File: src/rtl/wtsc_pkg.sv
package wtsc_pkg;

  typedef enum logic [1:0] {
    SEQ_IDLE = 2'd0,
    SEQ_REQ  = 2'd1,
    SEQ_WAIT = 2'd2
  } seq_state_e;

  localparam logic BUS_CMD_READ  = 1'b0;
  localparam logic BUS_CMD_WRITE = 1'b1;

endpackage

File: src/rtl/wtsc_tag_array.sv
module wtsc_tag_array #(
  parameter int LINE_W    = 14,
  parameter int NUM_LINES = 16
) (
  input  logic              clk,
  input  logic              rst_n,
  input  logic [LINE_W-1:0] lk_line,
  output logic              lk_hit,
  input  logic              snp_kill,
  input  logic [LINE_W-1:0] snp_line,
  input  logic              fill_en,
  input  logic [LINE_W-1:0] fill_line
);

  localparam int IDX_W = $clog2(NUM_LINES);
  localparam int TAG_W = LINE_W - IDX_W;

  function automatic logic [IDX_W-1:0] idx_of(input logic [LINE_W-1:0] ln);
    return ln[IDX_W-1:0];
  endfunction

  function automatic logic [TAG_W-1:0] tag_of(input logic [LINE_W-1:0] ln);
    return ln[LINE_W-1:IDX_W];
  endfunction

  logic [NUM_LINES-1:0] valid_q, valid_d;
  logic [TAG_W-1:0]     tag_q [NUM_LINES];
  logic [TAG_W-1:0]     tag_d [NUM_LINES];

  logic snp_hit;
  logic lk_present;

  // snoop write matching a resident line
  assign snp_hit = snp_kill && valid_q[idx_of(snp_line)] &&
                   (tag_q[idx_of(snp_line)] == tag_of(snp_line));

  assign lk_present = valid_q[idx_of(lk_line)] &&
                      (tag_q[idx_of(lk_line)] == tag_of(lk_line));

  // a same-cycle invalidation of the looked-up line wins over the lookup
  assign lk_hit = lk_present && !(snp_hit && (snp_line == lk_line));

  for (genvar i = 0; i < NUM_LINES; i++) begin : g_line
    localparam logic [IDX_W-1:0] LINE_IDX = IDX_W'(i);
    logic fill_here;
    logic kill_here;
    assign fill_here  = fill_en && (idx_of(fill_line) == LINE_IDX);
    assign kill_here  = snp_hit && (idx_of(snp_line) == LINE_IDX);
    assign valid_d[i] = fill_here ? 1'b1 : (kill_here ? 1'b0 : valid_q[i]);
    assign tag_d[i]   = fill_here ? tag_of(fill_line) : tag_q[i];
  end

  always_ff @(posedge clk) begin
    if (!rst_n) begin
      valid_q <= '0;
      for (int k = 0; k < NUM_LINES; k++) tag_q[k] <= '0;
    end else begin
      valid_q <= valid_d;
      tag_q   <= tag_d;
    end
  end

endmodule

File: src/rtl/wtsc_bus_seq.sv
module wtsc_bus_seq
  import wtsc_pkg::*;
#(
  parameter int ADDR_W = 16
) (
  input  logic              clk,
  input  logic              rst_n,
  input  logic              start,
  input  logic              start_write,
  input  logic [ADDR_W-1:0] start_addr,
  input  logic              bus_gnt,
  input  logic              bus_ack,
  output logic              bus_req,
  output logic              bus_write,
  output logic [ADDR_W-1:0] bus_addr,
  output logic              busy,
  output logic              xfer_done
);

  seq_state_e        state_q, state_d;
  logic [ADDR_W-1:0] addr_q;
  logic              write_q;

  always_comb begin
    state_d   = state_q;
    xfer_done = 1'b0;
    case (state_q)
      SEQ_IDLE: if (start)   state_d = SEQ_REQ;
      SEQ_REQ:  if (bus_gnt) state_d = SEQ_WAIT;
      SEQ_WAIT: if (bus_ack) begin
        state_d   = SEQ_IDLE;
        xfer_done = 1'b1;
      end
      default:  state_d = SEQ_IDLE;
    endcase
  end

  always_ff @(posedge clk) begin
    if (!rst_n) begin
      state_q <= SEQ_IDLE;
      addr_q  <= '0;
      write_q <= BUS_CMD_READ;
    end else begin
      state_q <= state_d;
      if (state_q == SEQ_IDLE && start) begin
        addr_q  <= start_addr;
        write_q <= start_write;
      end
    end
  end

  assign bus_req   = (state_q == SEQ_REQ);
  assign bus_write = write_q;
  assign bus_addr  = addr_q;
  assign busy      = (state_q != SEQ_IDLE);

endmodule

File: src/rtl/wt_snoop_ctrl.sv
module wt_snoop_ctrl
  import wtsc_pkg::*;
#(
  parameter int ADDR_W     = 16,
  parameter int NUM_LINES  = 16,
  parameter int LINE_BYTES = 4
) (
  input  logic                                  clk,
  input  logic                                  rst_n,
  input  logic                                  cpu_req_valid,
  input  logic                                  cpu_req_write,
  input  logic [ADDR_W-1:0]                     cpu_req_addr,
  output logic                                  cpu_ready,
  output logic                                  cpu_done,
  output logic                                  bus_req,
  output logic                                  bus_write,
  output logic [ADDR_W-1:0]                     bus_addr,
  input  logic                                  bus_gnt,
  input  logic                                  bus_ack,
  input  logic                                  snp_valid,
  input  logic                                  snp_write,
  input  logic [ADDR_W-$clog2(LINE_BYTES)-1:0]  snp_line
);

  localparam int OFF_W  = $clog2(LINE_BYTES);
  localparam int LINE_W = ADDR_W - OFF_W;

  function automatic logic [LINE_W-1:0] line_of(input logic [ADDR_W-1:0] a);
    return a[ADDR_W-1:OFF_W];
  endfunction

  // named internal events, observed by the bound checker
  logic ev_accept;
  logic ev_hit_accept;
  logic ev_miss_start;
  logic ev_stale_now;
  logic ev_fill;
  logic ev_xfer_done;

  logic lk_hit;
  logic snp_kill;
  logic busy;
  logic pend_stale_q;
  logic done_q;

  assign snp_kill = snp_valid && snp_write;

  wtsc_tag_array #(
    .LINE_W    (LINE_W),
    .NUM_LINES (NUM_LINES)
  ) tags_i (
    .clk       (clk),
    .rst_n     (rst_n),
    .lk_line   (line_of(cpu_req_addr)),
    .lk_hit    (lk_hit),
    .snp_kill  (snp_kill),
    .snp_line  (snp_line),
    .fill_en   (ev_fill),
    .fill_line (line_of(bus_addr))
  );

  wtsc_bus_seq #(
    .ADDR_W (ADDR_W)
  ) seq_i (
    .clk         (clk),
    .rst_n       (rst_n),
    .start       (ev_miss_start),
    .start_write (cpu_req_write),
    .start_addr  (cpu_req_addr),
    .bus_gnt     (bus_gnt),
    .bus_ack     (bus_ack),
    .bus_req     (bus_req),
    .bus_write   (bus_write),
    .bus_addr    (bus_addr),
    .busy        (busy),
    .xfer_done   (ev_xfer_done)
  );

  assign cpu_ready     = !busy;
  assign ev_accept     = cpu_req_valid && cpu_ready;
  assign ev_hit_accept = ev_accept && !cpu_req_write && lk_hit;
  assign ev_miss_start = ev_accept && !ev_hit_accept;

  // another agent writes the line we are still fetching
  assign ev_stale_now  = busy && snp_kill && (snp_line == line_of(bus_addr));

  // reads allocate, writes never do; an overtaken fill is dropped
  assign ev_fill = ev_xfer_done && (bus_write == BUS_CMD_READ) &&
                   !pend_stale_q && !ev_stale_now;

  always_ff @(posedge clk) begin
    if (!rst_n) begin
      pend_stale_q <= 1'b0;
      done_q       <= 1'b0;
    end else begin
      if (ev_miss_start)     pend_stale_q <= 1'b0;
      else if (ev_stale_now) pend_stale_q <= 1'b1;
      done_q <= ev_hit_accept || ev_xfer_done;
    end
  end

  assign cpu_done = done_q;

endmodule

File: config.mk
export PLATFORM = sky130hd
export DESIGN_NAME = wt_snoop_ctrl
export DESIGN_NICKNAME = d
export VERILOG_FILES = /design/src/rtl/wtsc_pkg.sv /design/src/rtl/wtsc_tag_array.sv /design/src/rtl/wtsc_bus_seq.sv /design/src/rtl/wt_snoop_ctrl.sv
export SDC_FILE = /design/constraint.sdc
export NUM_CORES = 1
export LEC_CHECK = 0
export BUFFER_PORTS_ARGS = -buffer_cell sky130_fd_sc_hd__clkbuf_2
export CAP_MARGIN = 10
export CORE_MARGIN = 3
export CORE_UTILIZATION = 54
export CTS_CLUSTER_SIZE = 30
export DETAILED_ROUTE_END_ITERATION = 6
export PLACE_DENSITY_LB_ADDON = 0.2
export SYNTH_ARGS = -nofsm -noshare
export SYNTH_HDL_FRONTEND = slang
export SYNTH_SLANG_ARGS = --single-unit
File: constraint.sdc
create_clock -name clk -period 8 [get_ports clk]
set_input_delay 2.4 -clock clk [delete_from_list [all_inputs] [get_ports clk]]
set_output_delay 2.4 -clock clk [all_outputs]
set_load 0.005 [all_outputs]
==> out/metrics.yaml <==
run_status:
  status: "complete, no violations"
timing:
  worst_pin_slew_ps: 1150
  rsz0062_at_grt: "no"
  finalSetupViolations: 0
  period_minus_slack_ps: 5780
  fmax_mhz: 173
  setup_tns_ps: 0
  slew_viol_final: 0
  period_share_pct: 72.3
  finalHoldViolations: 0
  hold_ws_ps: 466
  fin_skew_ps: 11.9
  max_slew_margin_pct: 23.2
clocking:
  clkTransAtPathRegs_ps: 70
  post_cts_resized: 0
  cts_sinks: 197
  htree_levels: 4
  cts-root-buf: "clkbuf_16"
  cts_buffers: 17
  ctsHoldBuffers: 0
  cts_setup_buffers: 0
  cts_tree: "built"
  insertion_delay_ps: 450
  clock_path_buffers: 2
die:
  floorplan.initialDensity_pct: 55.5
  fp.dieH_um: 151
  core-area_mm2: 0.0204
  ioPinCount: 58
  dieArea_mm2: 0.0227
  rows: 52
  die_w_um: 151
setup_path:
  arrival_ps: 6150
  worst_path_most_repeated_cell: "mux2i_1"
  end_kind: "register"
  required_ps: 8370
  crit_path_max_incr_delay_ps: 730
  start_kind: "primary input"
  worst-path-buf-inv: 2
  crit_path_top_delay_cell: "a21oi_4"
  path_class: "primary input to register"
  path_cells: "clkbuf_2 > buf_4 > mux4_2 > mux2i_1 > xor2_1 > a32oi_1 > a221oi_2 > nand4_1 > a21oi_4 > mux2i_1"
  crit_family: "compound AO/OA/AOI/OAI gates"
  crit_fanout: 29
global_route:
  globalRouteOverflowTotal: 0
  grt_max_degree: 116
  antenna_found_initial: 0
  track_usage_pct: 29.8
  grt_pass1_vias: 7863
  grt_pass1_wl_mm: 50.2
power_and_ir_drop:
  intPower_uw: 1480
  ir_drop_mv: 0.106
  combPwrFrac_pct: 9.9
  p_leak_uw: 0.00454
  clock_power_share_pct: 40.4
  swShare_pct: 27.2
  p_seq_share_pct: 49.7
  switchingPower_uw: 554
  powerDensity_mw_per_mm2: 168
logic_synthesis:
  synth.distinct_cells: 55
  ys_seq_elements: 197
  yosys_most_used_dff: "dfxtp_1"
  async_flop_share_pct: 0
  syn_area_mm2: 0.0113
  ys_warn_count: 0
  syn_inst: 1063
  synth-edff-count: 0
  yosysSeqAreaShare_pct: 34.9
  avgSynthCellArea_um2: 10.6
  syn_nets: 1101
place:
  io_buffers: 57
  gp_congestion: 0.976
  dp.final_hpwl_mm: 22.3
hold_path:
  hp-class: "register to register"
layout:
  n_antenna_cell: 0
  area_delta_synth_final_pct: 7.46
  final_common_cell: "mux2i_1"
  drive_gt1_share_pct: 19.5
  final_cell_mix: "206 x mux2i_1, 197 x dfxtp_1, 150 x nor2b_1"
  final_nets: 1094
detailed_routing:
  via_per_inst: 6.27
  drt_iter0_markers: 1037
  dr.pass1.iters: 6
  wire_per_inst_um: 24.9
  drc: 0
  ant_nets: 0
  drt_wl_total_mm: 33.3
  num_vias: 8395
flow_run:
  cap_violations: 0
synthesized netlist by cell type, types with 2 or more instances:
master       n  area, µm²
buf_2       41        205
buf_4        5       37.5
inv_1        5       18.8
o21a_1      11       82.6
mux2i_1    206       2060
a21boi_0    21        158
o31a_1       2       17.5
clkinv_1     2       7.51
nor2b_1    150        938
o2111ai_1    2       17.5
buf_12       2       40.0
o22ai_1      2       12.5
nand2b_1     6       37.5
o21ai_1      4       20.0
a31oi_1      2       12.5
nand3b_1     2       15.0
dfxtp_1    197       3940
o41a_1       4       45.0
xnor2_1     26        228
a22oi_1      9       67.6
buf_6        6       67.6
a21boi_1     8       60.1
nor2_1      20       75.1
o31ai_1      2       15.0
o21ai_0      3       15.0
nor4_1       5       31.3
buf_1        5       18.8
and3_1       5       31.3
a221o_1      2       20.0
nand4_1      6       37.5
o41ai_1      2       17.5
nand2_1     80        300
nand3_1     26        130
mux4_2      80       1800
o211ai_1     4       30.0
nor3_1       6       30.0
a21oi_1      8       40.0
clkbuf_1    47        176
xor2_1      33        289
power by group through the flow:
stage                     Clock (µW)  Sequential, µW  Combinational, µW
final                            824            1010                201
after global routing             867            1010                213
after CTS                        834            1010                199
after detailed placement           0            1030                198
after global placement             0            1040                197
after floorplan                    0            1020                155
layout make-up:
type	instances	area, µm²
Multi-Input combinational cell	752	6820
Fill cell	1711	8220
Timing Repair Buffer	80	460
Tap cell	270	338
Clock inverter	14	115
Clock buffer	18	439
Inverter	8	30.0
Sequential cell	197	3940
per-layer routing:
layer	routed length [µm]	share of wire [%]	GRT usage [%]
met1	14200	43	42.6
met2	14900	45	45.0
met3	3170	9.5	6.29
met4	1060	3.2	10.5
met5	0	0	0
metrics by stage:
| step | setup slack [ps] | utilization [%] | total power [µW] | area (µm²) | std cells |
|---|---|---|---|---|---|
| 4_1_cts | 2230 | 59.6 | 2040 | 12100 | 1339 |
| 2_1_floorplan | 3180 | - | 1170 | 11300 | 1063 |
| 5_1_grt | 1920 | 59.6 | 2090 | 12100 | 1339 |
| 3_3_place_gp | 1840 | 56.9 | 1230 | 11600 | 1307 |
| 3_5_place_dp | 1780 | 56.9 | 1230 | 11600 | 1307 |
| 6_report | 2220 | 59.6 | 2040 | 12100 | 1339 |
state kept, by name, indices dropped and copies added, names as in the netlist:
register         flops
tags_i.tag_q       160
seq_i.bus_write      1
cpu_done             1
seq_i.state_q        2
seq_i.bus_addr      16
tags_i.valid_q      16
pend_stale_q         1
worst paths after layout:
check / startpoint / endpoint / slack (ps) / cells past startpoint
setup / recovery: snp_line[0] / seq_i.bus_addr[2] / 2220 / 10
hold / removal: seq_i.bus_addr[0] / seq_i.bus_addr[0] / 470 / 2
setup reg to reg: seq_i.bus_addr[11] / tags_i.tag_q[102] / 3830 / 8
hold reg to reg: seq_i.bus_addr[0] / seq_i.bus_addr[0] / 470 / 2
worst reg2reg max path: cells and delay by family (launching register included):
family / cells / cell delay [ps]
simple gates: 6 / 2550
mux: 1 / 380
xor+xnor: 1 / 320
flops: 1 / 830
logic make-up (layout without fill, tap and decap cells):
| family | after synthesis | in the layout | share of synthesized area (%) |
|---|---|---|---|
| XOR/XNOR | 59 | 59 | 4.57 |
| multiplexers | 287 | 287 | 34.3 |
| AND/OR/NAND/NOR | 312 | 312 | 14.8 |
| buffers and inverters | 114 | 120 | 5.09 |
| flip-flops | 197 | 197 | 34.9 |
| AO/OA/AOI/OAI | 94 | 94 | 6.31 |
Note: power is estimated with default switching activity, not from simulation.
